**src/rtl/fcs_pkg.sv**
```systemverilog
package fcs_pkg;

  localparam int REG_W  = 16;
  localparam int ADDR_W = 3;

  typedef enum logic [ADDR_W-1:0] {
    SEL_CMD  = 3'd0,
    SEL_CFG1 = 3'd1,
    SEL_CFG2 = 3'd2,
    SEL_STAT = 3'd3,
    SEL_INTR = 3'd4
  } reg_sel_e;

  typedef enum logic [1:0] {
    DONE_PLAIN = 2'd0,
    DONE_ERASE = 2'd1,
    DONE_PROG  = 2'd2,
    DONE_LOAD  = 2'd3
  } done_kind_e;

  // interrupt register bit positions
  localparam int INT_MASTER = 15;
  localparam int INT_RESET  = 4;
  localparam int INT_ERASE  = 5;
  localparam int INT_PROG   = 6;
  localparam int INT_LOAD   = 7;

  // status register error bit positions
  localparam int ERR_CMD   = 10;
  localparam int ERR_ERASE = 11;
  localparam int ERR_PROG  = 12;
  localparam int ERR_LOAD  = 13;

  // configuration 1 bit positions
  localparam int CFG_POL = 6;
  localparam int CFG_RDY = 7;

  localparam logic [REG_W-1:0] CFG1_INIT    = 16'h40C0;
  localparam logic [REG_W-1:0] CFG1_RD_MASK = 16'hFFE0;
  localparam logic [REG_W-1:0] INTR_COLD    = (16'h1 << INT_MASTER) | (16'h1 << INT_LOAD);
  localparam logic [REG_W-1:0] INTR_WARM    = (16'h1 << INT_MASTER) | (16'h1 << INT_RESET);
  localparam logic [REG_W-1:0] ERR_ALL      = (16'h1 << ERR_CMD) | (16'h1 << ERR_ERASE) |
                                              (16'h1 << ERR_PROG) | (16'h1 << ERR_LOAD);

  function automatic logic [REG_W-1:0] kind_int_bit(input done_kind_e k);
    logic [REG_W-1:0] v;
    v = '0;
    case (k)
      DONE_ERASE: v[INT_ERASE] = 1'b1;
      DONE_PROG:  v[INT_PROG]  = 1'b1;
      DONE_LOAD:  v[INT_LOAD]  = 1'b1;
      default:    v = '0;
    endcase
    return v;
  endfunction

  function automatic logic [REG_W-1:0] kind_err_bit(input done_kind_e k);
    logic [REG_W-1:0] v;
    v = '0;
    case (k)
      DONE_ERASE: v[ERR_ERASE] = 1'b1;
      DONE_PROG:  v[ERR_PROG]  = 1'b1;
      DONE_LOAD:  v[ERR_LOAD]  = 1'b1;
      default:    v = '0;
    endcase
    return v;
  endfunction

endpackage

```
**src/rtl/fcs_cfg_regs.sv**
```systemverilog
module fcs_cfg_regs
  import fcs_pkg::*;
#(
  parameter int W = REG_W
) (
  input  logic         clk,
  input  logic         rst_n,
  input  logic         warm_rst,
  input  logic         cfg1_wr,
  input  logic         cfg2_wr,
  input  logic [W-1:0] wr_data,
  output logic [W-1:0] cfg1_q,
  output logic [W-1:0] cfg2_q,
  output logic         rdy_q
);

  logic [W-1:0] cfg1_d, cfg2_d;
  logic         rdy_d;
  logic         cfg_en;

  always_comb begin
    cfg_en = warm_rst | cfg1_wr | cfg2_wr;
    cfg1_d = cfg1_q;
    cfg2_d = cfg2_q;
    rdy_d  = rdy_q;
    if (warm_rst) begin
      cfg1_d = W'(CFG1_INIT);
      cfg2_d = '0;
      rdy_d  = 1'b1;
    end else begin
      if (cfg1_wr) begin
        cfg1_d = wr_data;
        rdy_d  = wr_data[CFG_RDY];
      end
      if (cfg2_wr) begin
        cfg2_d = wr_data;
      end
    end
  end

  always_ff @(posedge clk or negedge rst_n) begin
    if (!rst_n) begin
      cfg1_q <= W'(CFG1_INIT);
      cfg2_q <= '0;
      rdy_q  <= 1'b1;
    end else if (cfg_en) begin
      cfg1_q <= cfg1_d;
      cfg2_q <= cfg2_d;
      rdy_q  <= rdy_d;
    end
  end

endmodule

```
**src/rtl/fcs_event_regs.sv**
```systemverilog
module fcs_event_regs
  import fcs_pkg::*;
#(
  parameter int W = REG_W
) (
  input  logic         clk,
  input  logic         rst_n,
  input  logic         warm_rst,
  input  logic         intr_wr,
  input  logic [W-1:0] wr_data,
  input  logic         done_pulse,
  input  logic [1:0]   done_kind,
  input  logic         done_err,
  input  logic         bad_opcode,
  output logic [W-1:0] intr_q,
  output logic [W-1:0] status_q
);

  logic [W-1:0] intr_masked;
  logic [W-1:0] status_base;
  logic [W-1:0] int_set;
  logic [W-1:0] err_set;
  logic [W-1:0] intr_d, status_d;
  logic         ev_en;

  // software acknowledge is applied first
  always_comb begin
    intr_masked = intr_wr ? (intr_q & wr_data) : intr_q;
    status_base = status_q;
    if (intr_wr && !intr_masked[INT_MASTER]) begin
      status_base = status_q & ~W'(ERR_ALL);
    end
  end

  // new events are merged on top of the acknowledged value
  always_comb begin
    int_set = '0;
    err_set = '0;
    if (done_pulse) begin
      int_set[INT_MASTER] = 1'b1;
      int_set = int_set | W'(kind_int_bit(done_kind_e'(done_kind)));
      if (done_err) begin
        err_set[ERR_CMD] = 1'b1;
        err_set = err_set | W'(kind_err_bit(done_kind_e'(done_kind)));
      end
    end
    if (bad_opcode) begin
      int_set[INT_MASTER] = 1'b1;
      err_set[ERR_CMD]    = 1'b1;
    end
  end

  always_comb begin
    ev_en = warm_rst | intr_wr | done_pulse | bad_opcode;
    if (warm_rst) begin
      intr_d   = W'(INTR_WARM);
      status_d = '0;
    end else begin
      intr_d   = intr_masked | int_set;
      status_d = status_base | err_set;
    end
  end

  always_ff @(posedge clk or negedge rst_n) begin
    if (!rst_n) begin
      intr_q   <= W'(INTR_COLD);
      status_q <= '0;
    end else if (ev_en) begin
      intr_q   <= intr_d;
      status_q <= status_d;
    end
  end

endmodule

```
**src/rtl/fcs_cmd_gate.sv**
```systemverilog
module fcs_cmd_gate
  import fcs_pkg::*;
#(
  parameter int W = REG_W
) (
  input  logic         clk,
  input  logic         rst_n,
  input  logic         warm_rst,
  input  logic         cmd_wr,
  input  logic         busy,
  input  logic [W-1:0] wr_data,
  output logic [W-1:0] command_q,
  output logic         go_q
);

  logic         accept;
  logic         cmd_en;
  logic [W-1:0] command_d;

  always_comb begin
    accept    = cmd_wr & ~busy & ~warm_rst;
    cmd_en    = accept | warm_rst;
    command_d = warm_rst ? '0 : wr_data;
  end

  always_ff @(posedge clk or negedge rst_n) begin
    if (!rst_n) begin
      command_q <= '0;
    end else if (cmd_en) begin
      command_q <= command_d;
    end
  end

  always_ff @(posedge clk or negedge rst_n) begin
    if (!rst_n) begin
      go_q <= 1'b0;
    end else begin
      go_q <= accept;
    end
  end

endmodule

```
**src/rtl/fcs_read_mux.sv**
```systemverilog
module fcs_read_mux
  import fcs_pkg::*;
#(
  parameter int W  = REG_W,
  parameter int AW = ADDR_W
) (
  input  logic [AW-1:0] rd_addr,
  input  logic [W-1:0]  command_q,
  input  logic [W-1:0]  cfg1_q,
  input  logic [W-1:0]  cfg2_q,
  input  logic [W-1:0]  status_q,
  input  logic [W-1:0]  intr_q,
  output logic [W-1:0]  rd_data
);

  always_comb begin
    case (rd_addr)
      SEL_CMD:  rd_data = command_q;
      SEL_CFG1: rd_data = cfg1_q & W'(CFG1_RD_MASK);
      SEL_CFG2: rd_data = cfg2_q;
      SEL_STAT: rd_data = status_q;
      SEL_INTR: rd_data = intr_q;
      default:  rd_data = '0;
    endcase
  end

endmodule

```
**src/rtl/flash_cmd_status.sv**
```systemverilog
module flash_cmd_status
  import fcs_pkg::*;
#(
  parameter int W  = REG_W,
  parameter int AW = ADDR_W
) (
  input  logic          clk,
  input  logic          rst_n,
  input  logic          wr_en,
  input  logic [AW-1:0] wr_addr,
  input  logic [W-1:0]  wr_data,
  input  logic [AW-1:0] rd_addr,
  output logic [W-1:0]  rd_data,
  input  logic          warm_rst,
  input  logic          done_pulse,
  input  logic [1:0]    done_kind,
  input  logic          done_err,
  input  logic          bad_opcode,
  output logic          cmd_go,
  output logic [W-1:0]  cmd_op,
  output logic          irq,
  output logic          rdy
);

  logic         cmd_wr, cfg1_wr, cfg2_wr, intr_wr;
  logic [W-1:0] command_q, cfg1_q, cfg2_q, status_q, intr_q;
  logic         rdy_q, go_q;

  always_comb begin
    cmd_wr  = wr_en && (wr_addr == SEL_CMD);
    cfg1_wr = wr_en && (wr_addr == SEL_CFG1);
    cfg2_wr = wr_en && (wr_addr == SEL_CFG2);
    intr_wr = wr_en && (wr_addr == SEL_INTR);
  end

  fcs_cfg_regs #(.W(W)) u_cfg (
    .clk     (clk),
    .rst_n   (rst_n),
    .warm_rst(warm_rst),
    .cfg1_wr (cfg1_wr),
    .cfg2_wr (cfg2_wr),
    .wr_data (wr_data),
    .cfg1_q  (cfg1_q),
    .cfg2_q  (cfg2_q),
    .rdy_q   (rdy_q)
  );

  fcs_event_regs #(.W(W)) u_evt (
    .clk       (clk),
    .rst_n     (rst_n),
    .warm_rst  (warm_rst),
    .intr_wr   (intr_wr),
    .wr_data   (wr_data),
    .done_pulse(done_pulse),
    .done_kind (done_kind),
    .done_err  (done_err),
    .bad_opcode(bad_opcode),
    .intr_q    (intr_q),
    .status_q  (status_q)
  );

  fcs_cmd_gate #(.W(W)) u_cmd (
    .clk      (clk),
    .rst_n    (rst_n),
    .warm_rst (warm_rst),
    .cmd_wr   (cmd_wr),
    .busy     (intr_q[INT_MASTER]),
    .wr_data  (wr_data),
    .command_q(command_q),
    .go_q     (go_q)
  );

  fcs_read_mux #(.W(W), .AW(AW)) u_rd (
    .rd_addr  (rd_addr),
    .command_q(command_q),
    .cfg1_q   (cfg1_q),
    .cfg2_q   (cfg2_q),
    .status_q (status_q),
    .intr_q   (intr_q),
    .rd_data  (rd_data)
  );

  assign cmd_go = go_q;
  assign cmd_op = command_q;
  assign rdy    = rdy_q;
  assign irq    = intr_q[INT_MASTER] ^ ~cfg1_q[CFG_POL];

endmodule

```
**config.mk**
```make
export PLATFORM = sky130hd
export DESIGN_NAME = flash_cmd_status
export DESIGN_NICKNAME = d
export VERILOG_FILES = /design/src/rtl/fcs_pkg.sv /design/src/rtl/fcs_cfg_regs.sv /design/src/rtl/fcs_event_regs.sv /design/src/rtl/fcs_cmd_gate.sv /design/src/rtl/fcs_read_mux.sv /design/src/rtl/flash_cmd_status.sv
export SDC_FILE = /design/constraint.sdc
export NUM_CORES = 1
export LEC_CHECK = 0
export BUFFER_PORTS_ARGS = -buffer_cell sky130_fd_sc_hd__buf_2
export CAP_MARGIN = 20
export CORE_UTILIZATION = 30
export DETAILED_ROUTE_END_ITERATION = 16
export PLACE_DENSITY = 0.53
export SYNTH_ARGS = -nofsm -noshare
export SYNTH_HDL_FRONTEND = slang
export SYNTH_SLANG_ARGS = --single-unit
```
**constraint.sdc**
```tcl
create_clock -name clk -period 4.08 [get_ports clk]
set_clock_uncertainty 0.05 [all_clocks]
set_input_delay 0.204 -clock clk [delete_from_list [all_inputs] [get_ports clk]]
set_output_delay 0.204 -clock clk [all_outputs]
set_load 0.005 [all_outputs]
```
# Yosys cells after proc, flatten, opt, wreduce, memory -nomap -nowiden

Cells that the tools add are included.

Flip-flop bits (word level): 82
Input bits: 31
Word-level logic and storage cells: 64

Equal/unequal tests: 10
Muxes and demuxes: 20
Bitwise logic cells: 15
Reductions and logical operators: 12

Operators with widths:

| operator             | count |
|---|---|
| $mux W16             | 9 |
| $pmux W16 S5         | 1 |
| $mux W14             | 3 |
| $and A16 B16 Y16     | 1 |
| $or A16 B14 Y16      | 1 |
| $or A16 B16 Y16      | 1 |
| $eq A3 B2 Y1 const B | 3 |
| $mux W1              | 7 |
| $eq A3 B1 Y1 const B | 2 |
| $eq A3 B3 Y1 const B | 2 |
| $logic_not A3 Y1     | 2 |
| $or A1 B1 Y1         | 6 |
| $logic_and A1 B1 Y1  | 5 |
| $eq A2 B2 Y1 const B | 2 |
| $reduce_and A2 Y1    | 2 |
| $reduce_bool A2 Y1   | 2 |
| $not A1 Y1           | 3 |
| $and A1 B1 Y1        | 2 |
| $eq A2 B1 Y1 const B | 1 |
| $logic_not A1 Y1     | 1 |
| $xor A1 B1 Y1        | 1 |

# Depth between registers and ports, before layout

Gate-level depths: netlist of run 1.

Depth after elaboration: 8
Depth in mapped cells: 6
Depth with buffers taken out: 3

# Cells and area by module

From an unflattened synthesis of run 1, not the netlist that was laid out.

Cells, all modules: 331
Area, all modules: 3778.6 um^2

Modules (own cells, without submodules):

| module           | times used | cells an instance | area an instance (um^2) | seq. area each (um^2) |
|---|---|---|---|---|
| fcs_cfg_regs     | 1          | 104               | 1332.5                  | 804.5 |
| fcs_cmd_gate     | 1          | 73                | 879.6                   | 425.4 |
| fcs_event_regs   | 1          | 70                | 862.1                   | 503.0 |
| fcs_read_mux     | 1          | 79                | 643.1                   | 0.0 |
| flash_cmd_status | 1          | 5                 | 61.3                    | 0.0 |

# Worst setup path after synthesis of run 1

No wires, ideal clock.

Kind: register to register
Start point: register u_evt.intr_q[15]
End point: register u_cmd.command_q[10]
Setup time: 0.079 ns
Data arrival time: 1.322 ns
Path slack: 2.628 ns
Cell stages (with the launch flop): 4
Buffers on the path: 1
Cells stage by stage: dfstp_2 > nor4_4 > buf_6 > mux2i_1

Cells in the longest elaborated chain, start to end: 4

Ends and longest elaborated chain:

| element                     | line                 | RTL |
|---|---|---|
| start, declared             | fcs_event_regs.sv:15 | `output logic [W-1:0] intr_q,` |
| start signal, assigned      | fcs_event_regs.sv:66 | `intr_q <= W'(INTR_COLD);` |
| start signal, assigned      | fcs_event_regs.sv:69 | `intr_q <= intr_d;` |
| $not A1 Y1                  | fcs_cmd_gate.sv:21   | `accept = cmd_wr & ~busy & ~warm_rst;` |
| $and A1 B1 Y1 (2 in series) | fcs_cmd_gate.sv:21   |  |
| $or A1 B1 Y1                | fcs_cmd_gate.sv:22   | `cmd_en = accept \| warm_rst;` |
| end signal, assigned        | fcs_cmd_gate.sv:30   | `command_q <= command_d;` |
| end, declared               | fcs_cmd_gate.sv:12   | `output logic [W-1:0] command_q,` |

Every way passes these cells.
A chain may end at the register's enable or synchronous reset.

# Worst setup path in the final report of run 1

Start point: input rd_addr[2]
End point: output rd_data[10]

Cells in the longest elaborated chain, start to end: 2

Ends and longest elaborated chain:

| element                                    | line                   | RTL |
|---|---|---|
| start, declared                            | flash_cmd_status.sv:12 | `input logic [AW-1:0] rd_addr,` |
| $eq A3 B3 Y1, or another cell as far along | fcs_read_mux.sv:17     | `case (rd_addr)` |
| $pmux W16 S5 (*)                           | fcs_read_mux.sv:17     |  |
| end, declared                              | flash_cmd_status.sv:13 | `output logic [W-1:0] rd_data,` |

Every way passes the cells marked *; elsewhere a longest branch is shown, timed or not.

==> reports/metrics.cfg, run 1 <==
[clock_network]
post_cts_buffers = 0
cts_htree_levels = 3
cts_resized = 0
clock_path_buffers = 2
clk_pin_slew_ns = 0.07
cts_hold_buffers = 1
cts_tree = yes
clk_latency_ns = 0.34
clkSinkCount = 64
cts_made_buffers = 9
root_buffer = clkbuf_8

[final_layout]
final_common_cell = buf_2
layout_common_cells = 65 x buf_2, 59 x dfrtp_1, 41 x nand2_1, 36 x mux2i_1, 36 x nand2b_1
nets = 426
area_delta_synth_final_pct = 17.8
drive_gt1_frac = 0.255
antenna_cells = 0
fin_util = 0.364
fillers = 1149

[pwr]
p_per_area_nw_per_um2 = 319
p_comb_frac = 0.102
pwr-share-seq = 0.517
peakVddDrop_v = 0.000129
clkPwrFrac = 0.381
p_sw_uw = 330
switching_share = 0.263
internal_power_uw = 927
p_leak_uw = 0.00177

[synth]
seq_area_frac_synth = 0.480
synth_area_um2 = 3350
yosys.area.top_type_share = 0.441
yosysUniqueCellTypes = 35
synth.net_count = 370
synth_cells = 339
syn_area_per_cell_um2 = 9.88
yosysWarnings = 0
yosys_register_bits = 64
yosysTopAreaCell = dfrtp_1
synthTopCellsByArea = dfrtp_1 44%, mux2i_1 11%, nand2b_1 6.7%

[route]
wire_per_inst_um = 16.5
drt-initial-drc-count = 188
drt-total-wl_mm = 8.90
via_per_inst = 4.90
vias = 2647
drcViolationCount = 0
drtPass1Iterations = 4
ant_nets = 0

[setup_path]
r2r_setup_slack_ns = 2.22
r2r_cells = 3
required_ns = 3.83
critical_path_class = in2out
crit_path_end_kind = primary output
r2r_end = u_cmd.command_q[1]
cp.arrival_ns = 1.63
worstSetupStartpoint = rd_addr[2]
worstSetupStartpointType = primary input
cp_max_fo = 27
r2r-start = u_evt.intr_q[15]

[grt]
antenna_found_initial = 0
track_usage = 0.162
grt_max_degree = 47
grt_overflow_total = 0
grt_pass1_vias = 2616
grt_pass1_wl_mm = 14.3

[floorplan]
start_util = 0.309
pin_count = 66
design.die.area_um2 = 11600
fp.dieH_um = 108
coreArea_um2 = 10800
std_cell_rows = 38
die_x_um = 108

[min_path]
hold_path.class = in2reg
whs_path_depth = 3
hold_start = bad_opcode
hold-path-endpoint = u_evt.intr_q[15]

[status]
status = finished, final reports clean

[sta]
rsz0062_at_grt = false
slew_headroom = 0.319
setup_violations = 0
min_period_ns = 1.88
finalSetupTns_ns = 0
worst_pin_slew_ns = 1.01
drv_slew = 0
finalHoldViolations = 0
fmax_mhz = 532
period_share = 0.461

[placed_design]
place_congestion = 0.676
dp_hpwl_mm = 5.71
port_buffers = 65

[run]
maxCapViolations = 0

[cell usage after synthesis]
library cell   n
dfrtp_1       59
nand2_1       41
mux2i_1       36
nand2b_1      36
a21oi_1       29
nor3b_1       22
nor2_1        21
clkbuf_1      13
a211o_1        9
buf_2          9
nor2b_1        8
nor3_1         7
o21ai_0        6
dfstp_2        5
or2_2          5
a22oi_1        4
mux2_2         4
o22ai_1        4
o2bb2ai_1      3
buf_4          2
nand4bb_1      2
a32oi_1        1
and2_2         1
and3b_1        1
and4bb_2       1
buf_6          1
clkbuf_2       1
inv_1          1
nand3b_1       1
nand4b_1       1
nor4_4         1
nor4bb_1       1
o21ba_2        1
o31ai_1        1
xnor2_1        1
[routing by layer]
layer	vias up	share of wire	wire length, um	GRT usage
li1	1275	-	-	-
met1	1294	0.50	4470	0.235
met2	70	0.44	3870	0.241
met3	8	0.055	487	0.0327
met4	0	0.0070	62	0.0499
met5	-	0	0	0
[stage by stage]
stage	cell area, um2	total power [uW]	instances	worst slack (ns)	hold slack [ns]
final	3950	1260	540	2.20	0.0441
after floorplan	3350	729	339	2.63	-0.142
after global routing	3950	1320	540	2.05	0.0467
after CTS	3950	1270	540	2.12	0.0412
after global placement	3770	789	523	2.09	0.313
after detailed placement	3770	791	523	2.04	0.319
[logic make-up (layout without fill, tap and decap cells)]
group / Yosys count / after routing / share of synthesized area
flops: 64 / 64 / 0.480
xor+xnor: 1 / 1 / 0.00261
simple gates: 149 / 149 / 0.250
mux: 40 / 40 / 0.121
buf+inv: 27 / 88 / 0.0385
compound gates: 58 / 58 / 0.108
[area by class of cell]
| class | instances | area, um2 | area share |
|---|---|---|---|
| Inverter | 1 | 3.75 | 0.000951 |
| Tap cell | 140 | 175 | 0.0444 |
| Timing Repair Buffer | 71 | 373 | 0.0945 |
| Clock inverter | 3 | 17.5 | 0.00444 |
| Sequential cell | 64 | 1610 | 0.407 |
| Clock buffer | 13 | 149 | 0.0377 |
| Multi-Input combinational cell | 248 | 1620 | 0.411 |
[worst max path at each step]
stage | to | slack [ns] | depth (start not counted)
2_1_floorplan | u_cmd.command_q[10] | 2.63 | 3
3_3_place_gp | u_evt.status_q[12] | 2.09 | 4
3_5_place_dp | u_evt.status_q[12] | 2.04 | 4
4_1_cts | u_cmd.command_q[5] | 2.12 | 3
5_1_grt | u_cmd.command_q[7] | 2.05 | 3
6_report | rd_data[10] | 2.20 | 5
[state kept, by name, indices dropped and copies added (netlist names)]
name and count:
u_evt.status_q 4, u_cfg.cfg1_q 11, u_cmd.command_q 16, u_cfg.cfg2_q 16
u_evt.intr_q 16, u_cmd.go_q 1
[critical path, cell delays in order]
cell     delay, ns
buf_2         0.55
nor2b_1       0.37
a22oi_1       0.14
o22ai_1       0.20
buf_2         0.15
[power groups by stage]
stage               registers, uW  clock network (uW)  logic [uW]
global route                  651                 529         143
finish                        650                 479         128
global placement              662                   0         127
detailed placement            662                   0         129
floorplan                     660                   0        69.0
CTS                           650                 492         130
Power figures use the tool's default switching activity.
==> inputs of run 2 (changes only) <==
- clock period: 4.08 -> 1.8 ns (I/O delays scaled with it)
==> run 2 against run 1 <==
- cell count is 5.2% higher
- combinational power grew to 2.7 times the previous value
- sequential share of layout area down 2.9 points
- total power up 130%
- routed wire length rose by 0.22%
- non-clock buffer count is 28 higher
- sequential power up 130%
- critical path depth unchanged
- clock-buffer cell count fell by 1
- clock power grew 120%
- first-iteration DRC count fell by 15%
- critical path type unchanged
- critical endpoint is now rd_data[6]
==> reports/metrics.cfg, run 2 (synthesized netlist as in run 1, its figures left out) <==
[route]
ant_nets = 0
via_per_inst = 4.93
drtPass1Iterations = 4
wire_per_inst_um = 15.7
drt-initial-drc-count = 159
drt-total-wl_mm = 8.92
vias = 2798
drcViolationCount = 0

[sta]
period_share = 0.924
rsz0062_at_grt = false
fmax_mhz = 602
fin_ws_ns = 0.138
min_period_ns = 1.66
hold_ws_ns = 0.0266
slew_headroom = 0.313
drv_slew = 0
setup_violations = 0
finalHoldViolations = 0
worst_pin_slew_ns = 1.03
finalSetupTns_ns = 0

[clock_network]
clkSinkCount = 64
clk_latency_ns = 0.33
clk_pin_slew_ns = 0.06
clock_path_buffers = 2
cts_tree = yes
root_buffer = clkbuf_8
cts_made_buffers = 9
cts_htree_levels = 3

[final_layout]
layout_common_cells = 65 x buf_2, 59 x dfrtp_1, 41 x nand2_1, 36 x mux2i_1, 36 x nand2b_1
multiInputGateArea_um2 = 1620
fillers = 1129
fin_util = 0.392
final_common_cell = buf_2
antenna_cells = 0
seq_area_um2 = 1610
nets = 454
area_delta_synth_final_pct = 26.8
drive_gt1_frac = 0.255
reg_top3 = u_cfg.cfg2_q x16, u_cmd.command_q x16, u_evt.intr_q x16

[pwr]
p_leak_uw = 0.00190
p_per_area_nw_per_um2 = 671
peakVddDrop_v = 0.000247

[setup_path]
slowest_stage = nor3b_1
cp_top_family = simple AND/OR/NAND/NOR gates
path_common_cell = buf_2
worst_path_largest_cell_delay_ns = 0.84
cp.arrival_ns = 1.52
cp_num_buf_inv = 2
crit_path_end_kind = primary output
cp_max_fo = 7
critical_path_class = in2out
required_ns = 1.66
worstSetupStartpointType = primary input
cp_cell_sequence = buf_2 -> nor3b_1 -> a32oi_1 -> o31ai_1 -> buf_2

[run]
maxCapViolations = 0

[grt]
grt_pass1_wl_mm = 14.3
grt_pass1_vias = 2771
track_usage = 0.162
grt_overflow_total = 0
antenna_found_initial = 0
grt_max_degree = 65

[placed_design]
port_buffers = 65
dp_slack_ns = 0.123
dp_hpwl_mm = 5.88
place_congestion = 0.697

[floorplan]
fp.dieH_um = 108
die_x_um = 108
start_util = 0.309
std_cell_rows = 38
pin_count = 66
coreArea_um2 = 10800
design.die.area_um2 = 11600

[status]
status = finished, final reports clean

[min_path]
hold_path.class = in2reg

[run 2: changes by cell type in the layout (fill, tap and decap cells not counted), sizes merged]
cell and delta:
dlygate4sd3 +21, buf +7, clkbuf -1, clkinv +1
[run 2: layer usage]
metal	GRT usage	part of all wire	vias to the layer above
li1	-	-	1335
met1	0.224	0.49	1378
met2	0.254	0.45	74
met3	0.0248	0.044	11
met4	0.0607	0.013	0
met5	0	0	-
[run 2: layout make-up]
cell class              instances  share of cell area
multi-input cells             248               0.381
flip-flops and latches         64               0.378
repair buffers                 99               0.161
well taps                     140              0.0412
clock buffers                  12              0.0318
clock inverters                 4             0.00530
inverters                       1            0.000883
[run 2: power by group]
part	internal (uW)	leakage (uW)	switching, uW
Clock	494	0.0000801	538
Sequential	1460	0.000866	12.0
Combinational	151	0.000957	195
Total	2110	0.00190	744
[run 2: worst register-to-register path, stage by stage, from the launching register on]
cell and delay [ns]:
dfstp_2 0.41, nor4_4 0.28, buf_4 0.28, mux2i_1 0.23
[run 2: worst paths after layout]
path | start | to | slack (ns) | cells past startpoint
worst max-delay path | rd_addr[0] | rd_data[6] | 0.14 | 5
worst min-delay path | done_err | u_evt.status_q[13] | 0.03 | 3
worst max register to register | u_evt.intr_q[15] | u_cmd.command_q[7] | 0.49 | 3
worst min register to register | u_evt.status_q[13] | u_evt.status_q[13] | 0.43 | 1
max in group asynchronous | rst_n | u_evt.intr_q[15] | 1.11 | 3
min in group asynchronous | rst_n | u_cmd.command_q[2] | 0.24 | 3
[run 2: metrics by stage]
step / instance area, um2 / std cells / power, uW
floorplan: 3350 / 339 / 1650
global placement: 3870 / 530 / 1810
detailed placement: 3870 / 530 / 1810
CTS: 4250 / 568 / 2890
global route: 4250 / 568 / 2980
finish: 4250 / 568 / 2850
[run 2: repair_timing]
action	4_1_cts	5_1_grt
hold buffers	22	0
buffers inserted	0	0
gates resized for setup	0	0
hold endpoints to repair	102	0
==> inputs of run 3 (changes only) <==
- CORE_MARGIN: not set -> 2
- CORE_UTILIZATION: 30 -> 55
- PLACE_DENSITY: 0.53 -> 0.84
==> run 3 against run 2 <==
- total power increased by 10%
- sequential cell count unchanged
- fmax decreased by 5.0%
- hold slack got worse by 0.0073 ns
- die area decreased by 42%
- sequential share of layout area increased by 0.21 points
- final area decreased by 0.56%
- non-clock buffer count increased by 1
- global-route usage increased by 9.8 points
- worst setup slack got worse by 0.087 ns
- critical path type is now reg2reg
- highest routed layer unchanged
==> reports/metrics.cfg, run 3 (synthesized netlist as in run 1, its figures left out) <==
[placed_design]
placed_area_um2 = 3780
place_congestion = 0.811
dp_hpwl_mm = 5.14
port_buffers = 65
dp_cells = 465

[setup_path]
cp.depth = 4
worstSetupStartpointType = flop
r2r_setup_slack_ns = 0.05
r2r_cells = 4
cp_top_family = flip-flops
cp.arrival_ns = 1.97
required_ns = 2.02
critical_path_class = reg2reg
cp_max_fo = 5
cp_cell_sequence = and2_2 -> o21ba_2 -> o2bb2ai_1 -> dlygate4sd3_1
cp_num_buf_inv = 1
crit_path_end_kind = flop
worst_path_largest_cell_delay_ns = 0.61
worstSetupStartpoint = u_evt.intr_q[15]
slowest_stage = dfstp_2
r2r_end = u_evt.status_q[12]
endpoint = u_evt.status_q[12]
r2r-start = u_evt.intr_q[15]

[final_layout]
fin_area_um2 = 4230
antenna_cells = 0
nets = 455
fillers = 442
drive_gt1_frac = 0.259
fin_util = 0.714
multiInputGateArea_um2 = 1620
area_delta_synth_final_pct = 26.1
final_cells = 504
layout_common_cells = 65 x buf_2, 59 x dfrtp_1, 41 x nand2_1, 36 x mux2i_1, 36 x nand2b_1
seq_area_um2 = 1610
final_common_cell = buf_2
reg_top3 = u_cfg.cfg2_q x16, u_cmd.command_q x16, u_evt.intr_q x16

[sta]
setup_violations = 0
slew_headroom = 0.364
rsz0062_at_grt = false
finalHoldViolations = 0
hold_ws_ns = 0.0193
period_share = 0.972
drv_slew = 0
fmax_mhz = 571
worst_pin_slew_ns = 0.952
finalSetupTns_ns = 0
min_period_ns = 1.75

[pwr]
internal_power_uw = 2400
p_per_area_nw_per_um2 = 742
p_sw_uw = 736
peakVddDrop_v = 0.000483
pwr-share-seq = 0.470
p_leak_uw = 0.00194
switching_share = 0.235
clkPwrFrac = 0.423
p_comb_frac = 0.107

[grt]
grt_pass1_vias = 2752
grt_overflow_total = 0
antenna_found_initial = 0
track_usage = 0.260
grt_max_degree = 65
grt_pass1_wl_mm = 13.2

[clock_network]
cts_made_buffers = 9
cts_resized = 0
root_buffer = clkbuf_8
cts_htree_levels = 3
clkSinkCount = 64
clk_latency_ns = 0.33
cts_tree = yes
clk_pin_slew_ns = 0.07
post_cts_buffers = 0
clock_path_buffers = 2

[floorplan]
design.die.area_um2 = 6730
fp.dieH_um = 82.1
start_util = 0.566
die_x_um = 82.1
pin_count = 66
coreArea_um2 = 5920
std_cell_rows = 28

[route]
ant_nets = 0
drcViolationCount = 0
vias = 2814
drt-initial-drc-count = 242
drtPass1Iterations = 5
drt-total-wl_mm = 8.16
via_per_inst = 5.58
wire_per_inst_um = 16.2

[min_path]
hold_path.class = in2reg

[status]
status = finished, final reports clean

[run]
maxCapViolations = 0

[run 3: cell count changes in the layout (fill, tap and decap cells not counted), sizes merged]
| cell | previous run | this run |
|---|---|---|
| clkbuf | 12 | 14 |
| clkinv | 3 | 1 |
| bufinv | 0 | 1 |
| clkinvlp | 1 | 0 |
| dlygate4sd3 | 22 | 23 |
[run 3: stage by stage]
step | worst slack [ns] | total power [uW]
after floorplan | 0.348 | 1650
after global placement | 0.263 | 1790
after detailed placement | 0.247 | 1790
after CTS | 0.0980 | 3150
after global routing | 0.0160 | 3260
final | 0.0501 | 3140
[run 3: worst reg2reg max path, stage by stage (launching register included)]
cell           delay, ns
dfstp_2             0.61
and2_2              0.20
o21ba_2             0.14
o2bb2ai_1           0.11
dlygate4sd3_1       0.58
[run 3: routing by layer]
metal | part of all wire | track usage
met1 | 0.45 | 0.351
met2 | 0.50 | 0.407
met3 | 0.046 | 0.0516
met4 | 0.0099 | 0.118
met5 | 0 | 0
[run 3: repair_timing]
| item | CTS | global route |
|---|---|---|
| hold endpoints to repair | 95 | 0 |
| setup endpoints to repair | 0 | 0 |
| hold buffers | 23 | 0 |
[run 3: worst min path at each step]
stage	from	endpoint	slack (ns)	cells past startpoint
6_report	done_pulse	u_evt.status_q[11]	0.02	3
5_1_grt	done_pulse	u_evt.status_q[11]	0.02	3
4_1_cts	done_pulse	u_evt.status_q[11]	0.003	3
3_5_place_dp	rst_n	u_evt.intr_q[12]	0.08	2
3_3_place_gp	rst_n	u_cmd.command_q[12]	0.08	2
2_1_floorplan	rst_n	u_cfg.cfg1_q[10]	-0.26	0
[run 3: power groups by stage]
stage          Combinational [uW]  Clock, uW  Sequential, uW
2_1_floorplan                 156          0            1500
3_3_place_gp                  289          0            1500
3_5_place_dp                  294          0            1500
4_1_cts                       333       1340            1470
5_1_grt                       367       1420            1470
6_report                      336       1330            1470
[run 3: area by class of cell]
type | instances | share of cell area
Sequential cell | 64 | 0.380
Clock buffer | 14 | 0.0432
Timing Repair Buffer | 100 | 0.162
Inverter | 1 | 0.000888
Tap cell | 75 | 0.0222
Clock inverter | 2 | 0.00829
Multi-Input combinational cell | 248 | 0.383
